File: src/rtl/pcicfg_pkg.sv
package pcicfg_pkg;
  localparam logic [15:0] PORT_ADDR      = 16'h0CF8;
  localparam logic [13:0] PORT_DATA_HI   = 14'h033F; // 0x0CFC >> 2
  localparam logic [31:0] ALL_ONES       = 32'hFFFF_FFFF;
  localparam logic [31:0] NARROW_ADDR_RD = 32'h0000_FFFF;
  localparam logic [31:0] HIT_MASK       = 32'h80FF_0000;
  localparam logic [31:0] HIT_MATCH      = 32'h8000_0000;
  localparam int          DEVFN_COUNT    = 256;

  typedef enum logic [1:0] {PK_ADDR, PK_DATA, PK_OTHER} port_kind_e;

  function automatic port_kind_e classify(input logic [15:0] port);
    if (port == PORT_ADDR)              return PK_ADDR;
    else if (port[15:2] == PORT_DATA_HI) return PK_DATA;
    else                                 return PK_OTHER;
  endfunction

  function automatic logic offset_writable(input logic [7:0] off);
    return ((off >= 8'd4) && (off <= 8'd7)) || (off == 8'd12) ||
           (off == 8'd13) || (off > 8'd14);
  endfunction
endpackage

File: src/rtl/pcicfg_addr_latch.sv
module pcicfg_addr_latch
  import pcicfg_pkg::*;
(
  input  logic        clk,
  input  logic        rst_n,
  input  logic        wr_en,
  input  logic [31:0] wr_data,
  output logic [31:0] addr_q,
  output logic        target_ok,
  output logic [7:0]  devfn,
  output logic [5:0]  dword_off
);
  always_ff @(posedge clk) begin
    if (!rst_n)     addr_q <= '0;
    else if (wr_en) addr_q <= wr_data;
  end

  assign target_ok = (addr_q & HIT_MASK) == HIT_MATCH;
  assign devfn     = addr_q[15:8];
  assign dword_off = addr_q[7:2];
endmodule

File: src/rtl/pcicfg_slot_map.sv
module pcicfg_slot_map
  import pcicfg_pkg::*;
#(
  parameter int NUM_SLOTS = 8,
  parameter int SLOT_W    = $clog2(NUM_SLOTS + 1)
) (
  input  logic              clk,
  input  logic              rst_n,
  input  logic              reg_req,
  input  logic [7:0]        reg_devfn,
  output logic              reg_done,
  output logic              reg_ok,
  output logic [SLOT_W-1:0] reg_slot,
  input  logic [7:0]        lookup_devfn,
  output logic [SLOT_W-1:0] lookup_slot,
  output logic              lookup_hit
);
  localparam logic [SLOT_W-1:0] NONE = SLOT_W'(NUM_SLOTS);

  logic [SLOT_W-1:0] tbl [DEVFN_COUNT];
  logic [SLOT_W-1:0] count_q;
  logic              can_map;

  assign can_map = (tbl[reg_devfn] == NONE) && (count_q < NONE);

  always_ff @(posedge clk) begin
    if (!rst_n) begin
      for (int i = 0; i < DEVFN_COUNT; i++) tbl[i] <= NONE;
      count_q  <= '0;
      reg_done <= 1'b0;
      reg_ok   <= 1'b0;
      reg_slot <= '0;
    end else begin
      reg_done <= reg_req;
      reg_ok   <= reg_req && can_map;
      reg_slot <= (reg_req && can_map) ? count_q : '0;
      if (reg_req && can_map) begin
        tbl[reg_devfn] <= count_q;
        count_q        <= count_q + 1'b1;
      end
    end
  end

  assign lookup_slot = tbl[lookup_devfn];
  assign lookup_hit  = lookup_slot != NONE;

  a_r6_count_bound: assert property (@(posedge clk) disable iff (!rst_n)
    count_q <= NONE);
  a_r6_no_req_no_change: assert property (@(posedge clk) disable iff (!rst_n)
    !reg_req |=> $stable(count_q));
endmodule

File: src/rtl/pcicfg_route.sv
module pcicfg_route
  import pcicfg_pkg::*;
#(
  parameter int SLOT_W = 4
) (
  input  logic              accept,
  input  logic              io_write,
  input  logic [15:0]       io_port,
  input  logic [2:0]        io_len,
  input  logic [31:0]       io_wdata,
  input  logic [31:0]       addr_q,
  input  logic              target_ok,
  input  logic [5:0]        dword_off,
  input  logic              slot_hit,
  input  logic [SLOT_W-1:0] slot,
  input  logic [31:0]       cfg_rdata,
  output logic              addr_we,
  output logic              cfg_valid,
  output logic              cfg_write,
  output logic [SLOT_W-1:0] cfg_slot,
  output logic [7:0]        cfg_reg,
  output logic [2:0]        cfg_len,
  output logic [31:0]       cfg_wdata,
  output logic [31:0]       rsp_value,
  output logic              rsp_is_err,
  output logic              shadow_we,
  output logic [31:0]       shadow_val
);
  port_kind_e kind;
  logic       reachable;
  logic [4:0] shamt;

  assign kind      = classify(io_port);
  assign cfg_reg   = {dword_off, 2'b00} + {6'd0, io_port[1:0]};
  assign reachable = target_ok && slot_hit;
  assign shamt     = {io_port[1:0], 3'b000};
  assign cfg_slot  = slot;
  assign cfg_len   = io_len;
  assign cfg_wdata = io_wdata;
  assign cfg_write = io_write;

  always_comb begin
    addr_we    = 1'b0;
    cfg_valid  = 1'b0;
    rsp_value  = '0;
    rsp_is_err = 1'b0;
    shadow_we  = 1'b0;
    shadow_val = '0;
    unique case (kind)
      PK_ADDR: begin
        if (io_write) addr_we = accept && (io_len == 3'd4);
        else          rsp_value = (io_len == 3'd4) ? addr_q : NARROW_ADDR_RD;
      end
      PK_DATA: begin
        if (io_write) begin
          cfg_valid  = accept && reachable && offset_writable(cfg_reg);
          shadow_we  = cfg_valid;
          shadow_val = io_wdata << shamt;
        end else begin
          cfg_valid  = accept && reachable;
          rsp_value  = reachable ? cfg_rdata : ALL_ONES;
          shadow_we  = accept;
          shadow_val = rsp_value;
        end
      end
      default: begin
        rsp_value  = ALL_ONES;
        rsp_is_err = 1'b1;
      end
    endcase
  end
endmodule

File: src/rtl/pcicfg_port_decoder.sv
module pcicfg_port_decoder
  import pcicfg_pkg::*;
#(
  parameter int NUM_SLOTS = 8,
  parameter int SLOT_W    = $clog2(NUM_SLOTS + 1)
) (
  input  logic              clk,
  input  logic              rst_n,
  input  logic              io_valid,
  output logic              io_ready,
  input  logic              io_write,
  input  logic [15:0]       io_port,
  input  logic [2:0]        io_len,
  input  logic [31:0]       io_wdata,
  output logic              rsp_valid,
  input  logic              rsp_ready,
  output logic [31:0]       rsp_data,
  output logic              rsp_err,
  input  logic              reg_req,
  input  logic [7:0]        reg_devfn,
  output logic              reg_done,
  output logic              reg_ok,
  output logic [SLOT_W-1:0] reg_slot,
  output logic              cfg_valid,
  output logic              cfg_write,
  output logic [SLOT_W-1:0] cfg_slot,
  output logic [7:0]        cfg_reg,
  output logic [2:0]        cfg_len,
  output logic [31:0]       cfg_wdata,
  input  logic [31:0]       cfg_rdata,
  output logic [31:0]       shadow_data
);
  logic              accept;
  logic              addr_we;
  logic [31:0]       addr_q;
  logic              target_ok;
  logic [7:0]        devfn;
  logic [5:0]        dword_off;
  logic [SLOT_W-1:0] lk_slot;
  logic              lk_hit;
  logic [31:0]       rsp_value;
  logic              rsp_is_err;
  logic              shadow_we;
  logic [31:0]       shadow_val;

  assign io_ready = !rsp_valid || rsp_ready;
  assign accept   = io_valid && io_ready;

  pcicfg_addr_latch u_addr (
    .clk(clk), .rst_n(rst_n), .wr_en(addr_we), .wr_data(io_wdata),
    .addr_q(addr_q), .target_ok(target_ok), .devfn(devfn), .dword_off(dword_off)
  );

  pcicfg_slot_map #(.NUM_SLOTS(NUM_SLOTS), .SLOT_W(SLOT_W)) u_map (
    .clk(clk), .rst_n(rst_n), .reg_req(reg_req), .reg_devfn(reg_devfn),
    .reg_done(reg_done), .reg_ok(reg_ok), .reg_slot(reg_slot),
    .lookup_devfn(devfn), .lookup_slot(lk_slot), .lookup_hit(lk_hit)
  );

  pcicfg_route #(.SLOT_W(SLOT_W)) u_route (
    .accept(accept), .io_write(io_write), .io_port(io_port), .io_len(io_len),
    .io_wdata(io_wdata), .addr_q(addr_q), .target_ok(target_ok),
    .dword_off(dword_off), .slot_hit(lk_hit), .slot(lk_slot),
    .cfg_rdata(cfg_rdata), .addr_we(addr_we), .cfg_valid(cfg_valid),
    .cfg_write(cfg_write), .cfg_slot(cfg_slot), .cfg_reg(cfg_reg),
    .cfg_len(cfg_len), .cfg_wdata(cfg_wdata), .rsp_value(rsp_value),
    .rsp_is_err(rsp_is_err), .shadow_we(shadow_we), .shadow_val(shadow_val)
  );

  always_ff @(posedge clk) begin
    if (!rst_n) begin
      rsp_valid   <= 1'b0;
      rsp_data    <= '0;
      rsp_err     <= 1'b0;
      shadow_data <= '0;
    end else begin
      if (accept) begin
        rsp_valid <= 1'b1;
        rsp_data  <= rsp_value;
        rsp_err   <= rsp_is_err;
      end else if (rsp_ready) begin
        rsp_valid <= 1'b0;
      end
      if (shadow_we) shadow_data <= shadow_val;
    end
  end

  a_r1_narrow_ignored: assert property (@(posedge clk) disable iff (!rst_n)
    (accept && io_write && io_port == PORT_ADDR && io_len != 3'd4) |=> $stable(addr_q));
  a_r3_enable_bus0: assert property (@(posedge clk) disable iff (!rst_n)
    cfg_valid |-> (addr_q[31] && addr_q[23:16] == 8'h00));
  a_r5_mapped_only: assert property (@(posedge clk) disable iff (!rst_n)
    cfg_valid |-> (cfg_slot < SLOT_W'(NUM_SLOTS)));
  a_r7_write_filter: assert property (@(posedge clk) disable iff (!rst_n)
    (cfg_valid && cfg_write) |-> !(cfg_reg < 8'd4 || (cfg_reg > 8'd7 && cfg_reg < 8'd12) || cfg_reg == 8'd14));
  a_r10_err_ones: assert property (@(posedge clk) disable iff (!rst_n)
    (rsp_valid && rsp_err) |-> rsp_data == ALL_ONES);
  a_r11_hold: assert property (@(posedge clk) disable iff (!rst_n)
    (rsp_valid && !rsp_ready) |=> (rsp_valid && $stable(rsp_data) && $stable(rsp_err)));
  a_r11_stall: assert property (@(posedge clk) disable iff (!rst_n)
    (rsp_valid && !rsp_ready) |-> !io_ready);
endmodule

File: config.mk
export PLATFORM = sky130hd
export DESIGN_NAME = pcicfg_port_decoder
export DESIGN_NICKNAME = d
export VERILOG_FILES = /design/src/rtl/pcicfg_pkg.sv /design/src/rtl/pcicfg_addr_latch.sv /design/src/rtl/pcicfg_slot_map.sv /design/src/rtl/pcicfg_route.sv /design/src/rtl/pcicfg_port_decoder.sv
export SDC_FILE = /design/constraint.sdc
export NUM_CORES = 2
export LEC_CHECK = 0
export BUFFER_PORTS_ARGS = -buffer_cell sky130_fd_sc_hd__buf_2
export CORE_UTILIZATION = 38
export DETAILED_ROUTE_END_ITERATION = 10
export GPL_ROUTABILITY_DRIVEN = 0
export PLACE_DENSITY = 0.53
export SKIP_LAST_GASP = 1
export SLEW_MARGIN = 20
export SYNTH_ARGS = -nofsm -noshare
export SYNTH_HDL_FRONTEND = slang
export SYNTH_SLANG_ARGS = --single-unit
File: constraint.sdc
create_clock -name clk -period 9.61 [get_ports clk]
set_input_delay 1.922 -clock clk [delete_from_list [all_inputs] [get_ports clk]]
set_output_delay 1.922 -clock clk [all_outputs]
set_load 0.03 [all_outputs]
==> parameters.txt <==
Parameter                              Value

Critical path
  Critical path's largest stage delay    0.75 ns
  Cell seen most often among critical-path stages    buf_4
  Cell depth of the worst flop-to-flop path    13
  Reg2Reg Capture Point    shadow_data[0]
  Critical path launch point type    flip-flop
  Crit-path slowest cell    dfxtp_4
  Worst Setup End Kind    output pin
  Cell family with the largest share of critical-path delay    buffers and inverters
  Worst-path maximum fanout    between 60 and 70
  Req. time, crit path    7.69 ns
  Start-to-end type of the worst setup path    flip-flop to output pin
  Endpoint arrival time on the critical path    6.42 ns
  CP Cell Sequence    buf_12 > mux4_2 > a221oi_1 > o21ai_0 > a31oi_1 > a2111oi_1 > buf_4 > a31oi_4 > buf_4 > inv_1 > o41ai_4 > buf_4 > inv_1 > buf_2
  Worst setup slack for register-to-register paths    3.94 ns
  Number of buffer and inverter instances along the worst setup path    7

STA
  Minimum hold slack    between 0.4 and 0.5 ns
  Maximum clock skew at final layout    about 0.043 ns
  RSZ-0062 raised after global routing    no
  Worst slew slack as a fraction of its limit    0.158
  Max-slew violation count    0
  Final number of hold-violating endpoints    0
  Part of the cycle the worst path needs    0.868
  Sum Neg Setup Slack    0 ns
  Final min period    8.34 ns
  Post-layout worst setup margin    1.27 ns
  Slew @ Worst Pin    1.26 ns
  FMAX    0.120 GHz
  Final setup violation count    0

Place
  Port bufs    218
  Instance area at placement    63400 um2
  Placement-stage worst setup slack    2.07 ns
  Detailed Place HPWL    140000 um
  Number of instances in the placed design    6940

Min path
  Hold Path End    rsp_data[27]
  Min-Delay Path Depth    2
  Worst min-delay path startpoint    rsp_data[27]
  HP Class    flip-flop to flip-flop

Route
  Violation count after the first detailed-routing iteration    5804
  Total wire length    215000 um
  Number of vias in the routed layout    46500
  Drt first pass iters    6
  Drt via density    6.47
  Antenna-violating nets left    0
  Post-route DRC    0
  Routed wire per std cell    29.9 um

Pwr
  Psw    between 2 and 3 mW
  Pwr Density    170 nW/um2
  Power share of the clock group    0.433
  Proportion of total power due to net switching    0.248
  Logic gate share of total power    0.079
  Internal power    8.63 mW
  Sequential share of power    0.488
  Pleak    around 19 nW
  Peak supply drop    0.199 mV
  Design Power    11.5 mW

Outcome
  Result of the run    finished, final reports clean

CTS
  Buffer depth of the longest clock path    3
  CTS tree    done
  CTS Sinks    around 1100
  Hold bufs inserted after CTS    0
  Max H-tree Level    4
  Number of CTS-inserted buffers    133
  Post-cts sizing count    0
  Clock insertion delay at the later pin of the skew report    0.79 ns
  Library cell used as clock root buffer    clkbuf_16
  Number of buffers inserted to repair setup after CTS    0
  Clock input transition at the sequential cells of the worst setup and hold paths    0.05 ns

Floorplanning
  Horizontal die dimension    405 um
  Cell Rows    147
  Die height    405 um
  Overall die area    164000 um2
  Starting utilization of the core area    0.384
  # IOs    roughly 220
  Area of the core    around 160000 um2

Synth
  Number of enable-type register cells in the synthesized netlist    1024
  Synth warn    0
  Library cells used by synthesis    70
  Seq cells post-synth    1140
  FFs w/ async S/R, synth    0
  Cells after synthesis    5150
  Post-synthesis net count    5248
  Sequential fraction of the synthesis area    0.536
  Mean instance size in the synthesized netlist    12.0 um2
  Area of the mapped netlist    a little over 60000 um2
  Post-synth top flop    edfxtp_1

Final layout
  Final core occ    0.421
  NumNets Final    5013
  Finished Cell Area    67600 um2
  Proportion of layout cells with a drive suffix above 1    0.190
  Commonest cells after routing, fill and taps aside    edfxtp_1, nor3_1, mux4_2
  Final instance count without filler cells    7185
  Area growth from synthesis to final layout    9.67%
  Commonest non-fill, non-tap cell in the layout    edfxtp_1

Global routing
  Congestion Overflow GR    0
  Antenna violations before repair    10
  All-layer global routing usage    0.258
  Via count of the first global-routing pass    approximately 44000
  Maximum number of pins on one net before global-route repair    between 150 and 200
  Global-route wire length before repair    310000 um

Job
  Max capacitance violation total    0
## layer usage
metal,routed length [um],part of all wire,vias to the layer above,track usage
met5,65,0.00030,-,0
met4,7130,0.033,10,0.0847
met3,20700,0.096,400,0.0576
met2,99200,0.46,2487,0.404
met1,88100,0.41,23600,0.354
li1,-,-,20000,-
## area by class of cell
class,instances,area [um2]
clock inverters,64,505
flip-flops and latches,1140,33100
clock buffers,178,3710
inverters,29,109
multi-input cells,3271,25200
fillers,15100,93100
repair buffers,340,2330
well taps,2160,2700
diodes,3,7.51
## cell families (layout without fill, tap and decap cells)
group                    count (synthesis)  in the layout  share of synthesized area
flip-flops                            1140           1140                      0.536
other                                    1              4                  0.0000608
AND/OR/NAND/NOR                       1965           1965                      0.161
multiplexers                           472            472                      0.145
adder cells (fa/ha/maj)                  1              1                   0.000203
AO/OA/AOI/OAI                          832            832                     0.0973
buffers and inverters                  739            611                     0.0598
## power by group through the flow
stage	sequential, mW	combinational (mW)	clock [mW]
after global routing	5.61	0.950	5.20
after global placement	5.70	0.875	0
after CTS	5.60	0.888	5.02
after floorplan	5.68	0.586	0
after detailed placement	5.70	0.886	0
final	5.60	0.904	4.97
## state kept, by name, indices dropped and copies added (netlist names), named ones only
name and cells:
u_map.tbl 1024, rsp_data 32, shadow_data 32, u_addr.addr_q 32, u_map.count_q 4, u_map.reg_slot 4, rsp_err 1, rsp_valid 1
u_map.reg_done 1, u_map.reg_ok 1
## synthesized netlist by cell type, types with 20 or more instances
library cell | instances | share of area
a2111oi_0 | 20 | 0.0028
a211oi_1 | 99 | 0.012
a21oi_1 | 110 | 0.0089
a221oi_1 | 27 | 0.0038
a41oi_1 | 70 | 0.0099
buf_1 | 30 | 0.0018
buf_2 | 131 | 0.011
buf_4 | 137 | 0.017
buf_6 | 31 | 0.0057
clkbuf_1 | 381 | 0.023
dfxtp_1 | 116 | 0.038
edfxtp_1 | 1024 | 0.50
inv_1 | 23 | 0.0014
mux2_2 | 40 | 0.0073
mux2i_1 | 98 | 0.016
mux4_2 | 334 | 0.12
nand2_1 | 341 | 0.021
nand2b_1 | 20 | 0.0020
nand3_1 | 53 | 0.0043
nor2_1 | 162 | 0.0099
nor2b_1 | 41 | 0.0042
nor3_1 | 909 | 0.074
nor4_1 | 70 | 0.0071
nor4b_1 | 23 | 0.0033
o21ai_0 | 86 | 0.0070
o221ai_1 | 27 | 0.0038
o22ai_1 | 23 | 0.0023
o31ai_1 | 270 | 0.033
or3_1 | 298 | 0.030
## tightest hold or removal path, delay by kind of cell, from the launching register on
family | cells | cell delay (ns)
simple gates | 1 | 0.04
compound gates | 1 | 0.05
flops | 1 | 0.32
## worst max path at each step
stage	startpoint	endpoint	slack, ns	depth (start not counted)
finish	flip-flop	cfg_valid	1.27	14
global route	flip-flop	cfg_valid	0.99	13
CTS	flip-flop	cfg_valid	1.21	13
detailed placement	flip-flop	cfg_valid	2.07	13
global placement	reg_devfn[3]	u_map.tbl[231][0]	2.12	11
floorplan	io_port[15]	cfg_valid	3.73	9
Power figures use the tool's default switching activity.
